File: src/rtl/usb_clkreq_pkg.sv
package usb_clkreq_pkg;
  function automatic int cnt_width(input int a, input int b);
    int m;
    m = (a > b) ? a : b;
    return (m < 1) ? 1 : $clog2(m + 1);
  endfunction
endpackage

File: src/rtl/usb_clkreq_hold.sv
module usb_clkreq_hold #(
  parameter int TICKS = 5,
  parameter int CW    = 3
) (
  input  logic          clk,
  input  logic          rst,
  input  logic          tick,
  input  logic          load,
  input  logic          clear,
  output logic [CW-1:0] cnt,
  output logic          last
);
  // Down-counter: load beats clear, clear beats a tick; 0 means idle.
  always_ff @(posedge clk) begin
    if (rst)
      cnt <= '0;
    else if (load)
      cnt <= CW'(TICKS);
    else if (clear)
      cnt <= '0;
    else if (tick && cnt != '0)
      cnt <= cnt - 1'b1;
  end

  assign last = (cnt == CW'(1));
endmodule

File: src/rtl/usb_clkreq_flag.sv
module usb_clkreq_flag (
  input  logic clk,
  input  logic rst,
  input  logic act,
  input  logic expire,
  input  logic wake_en,
  output logic flag,
  output logic flag_nxt,
  output logic wake_req
);
  // Activity always wins over an expiry in the same cycle.
  assign flag_nxt = act | (flag & ~expire);

  always_ff @(posedge clk) begin
    if (rst) begin
      flag     <= 1'b0;
      wake_req <= 1'b0;
    end else begin
      flag     <= flag_nxt;
      wake_req <= ~flag & flag_nxt & wake_en;
    end
  end
endmodule

File: src/rtl/usb_clkreq_timer.sv
module usb_clkreq_timer
  import usb_clkreq_pkg::*;
#(
  parameter int PKT_TICKS  = 5,
  parameter int SUSP_TICKS = 2,
  localparam int CW = cnt_width(PKT_TICKS, SUSP_TICKS)
) (
  input  logic          clk,
  input  logic          rst,
  input  logic          tick_ms,
  input  logic          act_pulse,
  input  logic          line_chg,
  input  logic          pkt_done,
  input  logic          susp_chg,
  input  logic          wake_en,
  output logic          clk_needed,
  output logic          wake_req,
  output logic [CW-1:0] pkt_left,
  output logic [CW-1:0] susp_left
);
  logic act, expire, flag_nxt;
  logic pkt_last, susp_last;
  logic pkt_load, pkt_clr, susp_load, susp_clr;

  assign act    = act_pulse | line_chg | pkt_done;
  assign expire = clk_needed & tick_ms & (pkt_last | susp_last);

  assign pkt_load  = act;
  assign pkt_clr   = expire & ~act;
  assign susp_clr  = ~flag_nxt;
  assign susp_load = susp_chg & clk_needed & flag_nxt;

  usb_clkreq_flag u_flag (
    .clk      (clk),
    .rst      (rst),
    .act      (act),
    .expire   (expire),
    .wake_en  (wake_en),
    .flag     (clk_needed),
    .flag_nxt (flag_nxt),
    .wake_req (wake_req)
  );

  usb_clkreq_hold #(.TICKS(PKT_TICKS), .CW(CW)) u_pkt (
    .clk   (clk),
    .rst   (rst),
    .tick  (tick_ms),
    .load  (pkt_load),
    .clear (pkt_clr),
    .cnt   (pkt_left),
    .last  (pkt_last)
  );

  usb_clkreq_hold #(.TICKS(SUSP_TICKS), .CW(CW)) u_susp (
    .clk   (clk),
    .rst   (rst),
    .tick  (tick_ms),
    .load  (susp_load),
    .clear (susp_clr),
    .cnt   (susp_left),
    .last  (susp_last)
  );
endmodule

File: config.mk
export PLATFORM = sky130hd
export DESIGN_NAME = usb_clkreq_timer
export DESIGN_NICKNAME = d
export VERILOG_FILES = /design/src/rtl/usb_clkreq_pkg.sv /design/src/rtl/usb_clkreq_hold.sv /design/src/rtl/usb_clkreq_flag.sv /design/src/rtl/usb_clkreq_timer.sv
export SDC_FILE = /design/constraint.sdc
export NUM_CORES = 1
export LEC_CHECK = 0
export BUFFER_PORTS_ARGS = -buffer_cell sky130_fd_sc_hd__buf_2
export CORE_AREA = 3 3 40 42
export DETAILED_ROUTE_END_ITERATION = 10
export DIE_AREA = 0 0 43 45
export GPL_ROUTABILITY_DRIVEN = 0
export HOLD_SLACK_MARGIN = 0.1
export SETUP_SLACK_MARGIN = 0.2
export SKIP_CTS_REPAIR_TIMING = 1
export SLEW_MARGIN = 5
export SYNTH_ARGS = -nofsm -noshare
export SYNTH_HDL_FRONTEND = slang
export SYNTH_SLANG_ARGS = --single-unit
File: constraint.sdc
create_clock -name clk -period 3.2 [get_ports clk]
set_input_delay 0.32 -clock clk [delete_from_list [all_inputs] [get_ports clk]]
set_output_delay 0.32 -clock clk [all_outputs]
set_load 0.005 [all_outputs]
==> results of run 1 <==
[cell usage in the layout (no fill, tap or decap), types with 2 or more instances in the layout]
cell and count:
nand2_1 3, nor2_1 2, inv_1 7, a21oi_1 3, xnor2_1 2, nor4b_1 2, buf_2 15, nand2b_2 2
a21oi_2 2, dfxtp_1 8, ha_1 6, a2111oi_2 2, clkbuf_4 3
[metal layers]
layer / vias to the layer above / share of wire / track usage / wire [microns]
li1: 222 / - / - / -
met1: 172 / 0.50 / 0.1335 / 457
met2: 13 / 0.38 / 0.1587 / 349
met3: 5 / 0.075 / 0.02390 / 69
met4: 0 / 0.042 / 0.1265 / 38
met5: - / 0 / 0 / 0
[final cells by class]
type	instances	area (sq um)	area share
multi-input cells	37	322.8	0.5160
repair buffers	15	75.07	0.1200
well taps	15	18.77	0.03000
inverters	7	26.28	0.04200
clock buffers	3	22.52	0.03600
flip-flops and latches	8	160.2	0.2560
[power by group through the flow]
| stage | Sequential [mW] | Clock, mW | Combinational [mW] |
|---|---|---|---|
| 6_report | 0.112 | 0.0777 | 0.0670 |
| 5_1_grt | 0.113 | 0.0856 | 0.0760 |
| 4_1_cts | 0.112 | 0.0822 | 0.0677 |
| 3_5_place_dp | 0.115 | 0 | 0.0675 |
| 3_3_place_gp | 0.115 | 0 | 0.0675 |
| 2_1_floorplan | 0.115 | 0 | 0.0469 |
[cell families after synthesis]
kind of cell    after synthesis  share of synthesized area
simple gates                 14                     0.1805
fa+ha+maj                     6                     0.1463
xor+xnor                      2                    0.03415
compound gates               15                     0.2683
buf+inv                       8                    0.05854
flops                         8                     0.3122
[worst max-delay path: stages, from the launching register on]
cell and delay (ns):
dfxtp_1 0.38, inv_1 0.06, ha_1 0.19, ha_1 0.17, and2b_4 0.27, nor2_2 0.03, a211o_1 0.28, a21oi_2 0.12
[per-stage QoR]
stage               hold slack (ns)  worst slack, ns  power, mW    util  cells
CTS                          0.2805            1.626     0.2623  0.4869     85
finish                       0.2873            1.639     0.2570  0.4869     85
detailed placement           0.5569            1.639     0.1820  0.4693     82
floorplan                    0.4142            1.679     0.1617       -     53
global route                 0.2933            1.543     0.2749  0.4869     85
global placement             0.5601            1.665     0.1820  0.4693     82
[cells in the mapped netlist]
cell type  number  share of area
a2111oi_2       2          0.059
a311oi_1        1          0.017
o21a_1          1          0.015
a21oi_2         2          0.034
inv_1           7          0.051
nor4b_1         2          0.034
o21ai_0         1         0.0097
a211o_1         1          0.017
and2b_4         1          0.020
o221a_2         1          0.022
nand2b_2        2          0.034
nor3_1          1         0.0097
a31oi_1         1          0.012
o21a_4          1          0.029
or2b_1          1          0.015
nor2_2          1          0.012
nor2_1          2          0.015
a21oi_1         3          0.029
a211oi_2        1          0.024
nor3_2          1          0.020
xnor2_1         2          0.034
dfxtp_1         8           0.31
clkbuf_1        1         0.0073
nand2_1         3          0.022
ha_1            6           0.15
[sequential cells by signal (all words and copies together) (netlist names)]
register and cells:
u_pkt.cnt 3, u_susp.cnt 3, u_flag.flag 1, u_flag.wake_req 1
[worst max-delay path by stage]
stage	endpoint	startpoint	slack [ns]	cells past startpoint
3_3_place_gp	u_pkt.cnt[2]$_SDFFE_PP0P_	u_pkt.cnt[0]$_SDFFE_PP0P_	1.66	7
4_1_cts	u_pkt.cnt[2]$_SDFFE_PP0P_	u_pkt.cnt[0]$_SDFFE_PP0P_	1.63	7
5_1_grt	u_pkt.cnt[2]$_SDFFE_PP0P_	u_pkt.cnt[0]$_SDFFE_PP0P_	1.54	7
2_1_floorplan	u_pkt.cnt[2]$_SDFFE_PP0P_	u_pkt.cnt[0]$_SDFFE_PP0P_	1.68	7
3_5_place_dp	u_pkt.cnt[2]$_SDFFE_PP0P_	u_pkt.cnt[0]$_SDFFE_PP0P_	1.64	7
6_report	u_pkt.cnt[2]$_SDFFE_PP0P_	u_pkt.cnt[0]$_SDFFE_PP0P_	1.64	7
==> flow_summary_export.csv, run 1 <==
group,metric,value,unit
placed_design,post-dp-hpwl,753,microns
drt,vias,412,
timing,period_minus_slack,1.561,ns
floorplanning,start_util,0.3992,
power,switchingPower,0.07579,mW
power,p_per_area,410.8,nW/um^2
cts,numClockSinks,8,
cts,cts_max_level,1,
drt,viasPerCell,4.847,
worst_setup_path,rrSetupSlack,1.64,ns
drt,drc,0,
worst_setup_path,required,3.39,ns
timing,slew_viol_final,0,
power,leakage,0.2764,nW
grt,antenna_found_initial,0,
cts,insertion_delay,0.25,ns
cts,clk_pin_slew,0.05,ns
cells_and_area,fin_nets,86,
cts,cts_tree,"built",
drt,ant_nets,0,
worst_setup_path,critPathMaxFanout,5,
hold_path,hp-class,"in -> reg",
yosys,synth_seq_cells,8,
power,peakVddDrop,0.1973,mV
placed_design,portBuffers,15,
timing,setup_tns,0,ns
power,p_sw_frac,0.2949,
timing,skew,0.002669,ns
drt,drt-wirelength-per-cell,10.76,microns
grt,grt-ovfl-total,0,
worst_setup_path,r2r_start,"u_pkt.cnt[0]$_SDFFE_PP0P_",
cells_and_area,insertedDiodeCount,0,
worst_setup_path,cp-start-kind,"flip-flop",
power,pwr-share-seq,0.437,
run_status,status,"completed",
grt,grtUsageTotal,0.1127,
timing,max_freq,0.6406,GHz
placed_design,dpl_cell_area,603.1,sq um
cts,tritoncts.num_buffers,3,
flow_run,cap_violations,0,
timing,timing.final.crit_share,0.4878,
cts,clockRootBuffer,"clkbuf_4",
worst_setup_path,worstRegToRegCells,7,
drt,wirelength,915,microns
worst_setup_path,path_class,"reg -> reg",
grt,grt_pass1_wl,1531,microns
timing,tightest_slew,0.5160,ns
floorplanning,die_x,43,microns
worst_setup_path,r2r_end,"u_pkt.cnt[2]$_SDFFE_PP0P_",
floorplanning,std_cell_rows,13,
floorplanning,io_pins,16,
yosys,yosysSeqAreaShare,0.3122,
yosys,syn_avg_cell_area,9.679,sq um
floorplanning,dieArea,1935,sq um
cts,clk_path_buf_depth,2,
hold_path,holdPathEnd,"u_susp.cnt[0]$_SDFFE_PP0P_",
timing,slew_headroom,0.6541,
power,combPwrFrac,0.261,
timing,final-setup-viol-count,0,
hold_path,worstHoldPathCells,2,
yosys,postSynthCellCount,53,
worst_setup_path,end_kind,"flip-flop",
hold_path,hp-start,"susp_chg",
yosys,synth_cell_type_count,25,
worst_setup_path,arrival,1.75,ns
yosys,syn_nets,67,
drt,drt_pass1_iterations,3,
floorplanning,coreArea,1285,sq um
cells_and_area,area_delta_synth_final,21.95,%
grt,grt_max_degree,9,
yosys,synth_area,513.0,sq um
cells_and_area,finalInstanceArea,625.6,sq um
cells_and_area,drive_gt1_frac,0.4286,
timing,rsz0062_at_grt,"false",
power,internal-power,0.1812,mW
cells_and_area,nFillCells,124,
power,p_clk_frac,0.302,
timing,hold_viol_final,0,
floorplanning,fp.dieH,45,microns
drt,drt_iter0_markers,3,
grt,first_global_vias,379,
yosys,yosys_warnings,0,
Power figures use the tool's default switching activity.
==> inputs of run 2 (changes only) <==
clock period = 1.6 ns   (was 3.2 ns; I/O delays follow)
==> run 2 against run 1 <==
Flip-flop and latch count stayed put; count of clock-buffer cells in the layout stayed put; routed wire length is 20% higher; largest power group unchanged.
==> flow_summary_export.csv, run 2 (synthesis results as in run 1) <==
group,metric,value,unit
cts,insertion_delay,0.26,ns
power,peakVddDrop,0.5354,mV
cts,clockRootBuffer,"clkbuf_4",
cells_and_area,drive_gt1_frac,0.6338,
worst_setup_path,critPathMaxFanout,5,
drt,wl_met3,57,microns
hold_path,hp-class,"in -> reg",
worst_setup_path,cp-start-kind,"flip-flop",
drt,vias,445,
placed_design,portBuffers,15,
drt,drt_iter0_markers,5,
grt,antenna_found_initial,0,
grt,grt_max_degree,9,
drt,ant_nets,0,
timing,timing.final.crit_share,0.9044,
grt,grtUsageTotal,0.1276,
cts,cts_tree,"built",
cts,clk_pin_slew,0.06,ns
run_status,status,"completed",
floorplanning,dieArea,1935,sq um
floorplanning,die_x,43,microns
power,leakage,0.2943,nW
drt,drt_pass1_iterations,4,
placed_design,post-dp-hpwl,792.9,microns
drt,highest_layer,"met4",
cts,cts_max_level,1,
drt,wirelength,1095,microns
floorplanning,std_cell_rows,13,
cts,numClockSinks,8,
timing,max_freq,0.6911,GHz
floorplanning,fp.dieH,45,microns
timing,hold_viol_final,0,
floorplanning,coreArea,1285,sq um
worst_setup_path,path_class,"reg -> reg",
timing,period_minus_slack,1.447,ns
power,p_per_area,774.6,nW/um^2
timing,final-setup-viol-count,0,
timing,slew_viol_final,0,
cells_and_area,nFillCells,112,
power,total_power,0.5718,mW
worst_setup_path,end_kind,"flip-flop",
drt,dr_wl_met2,539,microns
cells_and_area,final_cell_mix,"buf_2 (15), inv_2 (4), ha_4 (4), dfxtp_1 (4)",
grt,first_global_vias,417,
drt,drt-wirelength-per-cell,12.73,microns
cells_and_area,insertedDiodeCount,0,
cts,clk_path_buf_depth,2,
cells_and_area,area_delta_synth_final,43.90,%
cts,tritoncts.num_buffers,3,
drt,viasPerCell,5.174,
timing,rsz0062_at_grt,"true",
grt,grt_pass1_wl,1794,microns
floorplanning,io_pins,16,
cells_and_area,fin_nets,87,
grt,grt-ovfl-total,0,
flow_run,cap_violations,0,
cells_and_area,final_common_cell,"buf_2",
timing,slew_headroom,0.6469,
drt,drc,0,
floorplanning,start_util,0.3992,
timing,setup_tns,0,ns
worst_setup_path,arrival,1.65,ns
worst_setup_path,required,1.80,ns
drt,met1_length,487,microns
cells_and_area,reg.largest.list,"u_pkt.cnt x3, u_susp.cnt x3",
timing,skew,0.007434,ns
timing,tightest_slew,0.5268,ns
-- run 2: cell types whose count changed in the layout (fill, tap and decap cells not counted), sizes merged --
| cell | change |
|---|---|
| buf | +1 |
-- run 2: layout make-up --
cell class	count	area, sq um	share of cell area
sequential	8	167.7	0.2271
clock buffer	3	22.52	0.03051
inverter	7	26.28	0.03559
tap	15	18.77	0.02542
multi-input combinational	37	420.4	0.5695
timing repair buffer	16	82.58	0.1119
-- run 2: path summary, 6_finish.rpt --
kind / startpoint / end / slack, ns / cells after the start
worst max-delay path: u_pkt.cnt[0]$_SDFFE_PP0P_ / u_pkt.cnt[2]$_SDFFE_PP0P_ / 0.15 / 7
worst min-delay path: susp_chg / u_susp.cnt[0]$_SDFFE_PP0P_ / 0.16 / 2
worst min register to register: u_pkt.cnt[1]$_SDFFE_PP0P_ / u_pkt.cnt[1]$_SDFFE_PP0P_ / 0.60 / 2
worst max register to register: u_pkt.cnt[0]$_SDFFE_PP0P_ / u_pkt.cnt[2]$_SDFFE_PP0P_ / 0.15 / 7
-- run 2: worst max-delay path: stages, from the launching register on --
cell	delay, ns
dfxtp_4	0.36
inv_2	0.04
ha_4	0.15
ha_4	0.14
and2b_4	0.27
nor2_2	0.04
a211o_1	0.27
a21oi_2	0.12
-- run 2: power by group --
part	internal, mW	switching [mW]	leakage (nW)
sequential	0.213	0.0162	0.0678
combinational	0.0901	0.0922	0.213
clock	0.0862	0.0737	0.0138
total	0.390	0.182	0.294
-- run 2: metal layers --
metal,vias to the layer above,track usage
met2,10,0.2036
li1,223,-
met4,0,0.07229
met3,2,0.03586
met5,-,0
met1,210,0.1550
-- run 2: per-stage QoR --
stage	cells	setup slack (ns)	hold WS [ns]	util	instance area (sq um)
after detailed placement	82	0.1436	0.3983	0.4722	606.8
after floorplan	53	0.2036	0.2542	-	516.7
after global routing	86	0.07626	0.1743	0.5745	738.2
after global placement	82	0.1240	0.4011	0.4722	606.8
after CTS	85	0.1139	0.1286	0.4898	629.4
final	86	0.1530	0.1634	0.5745	738.2
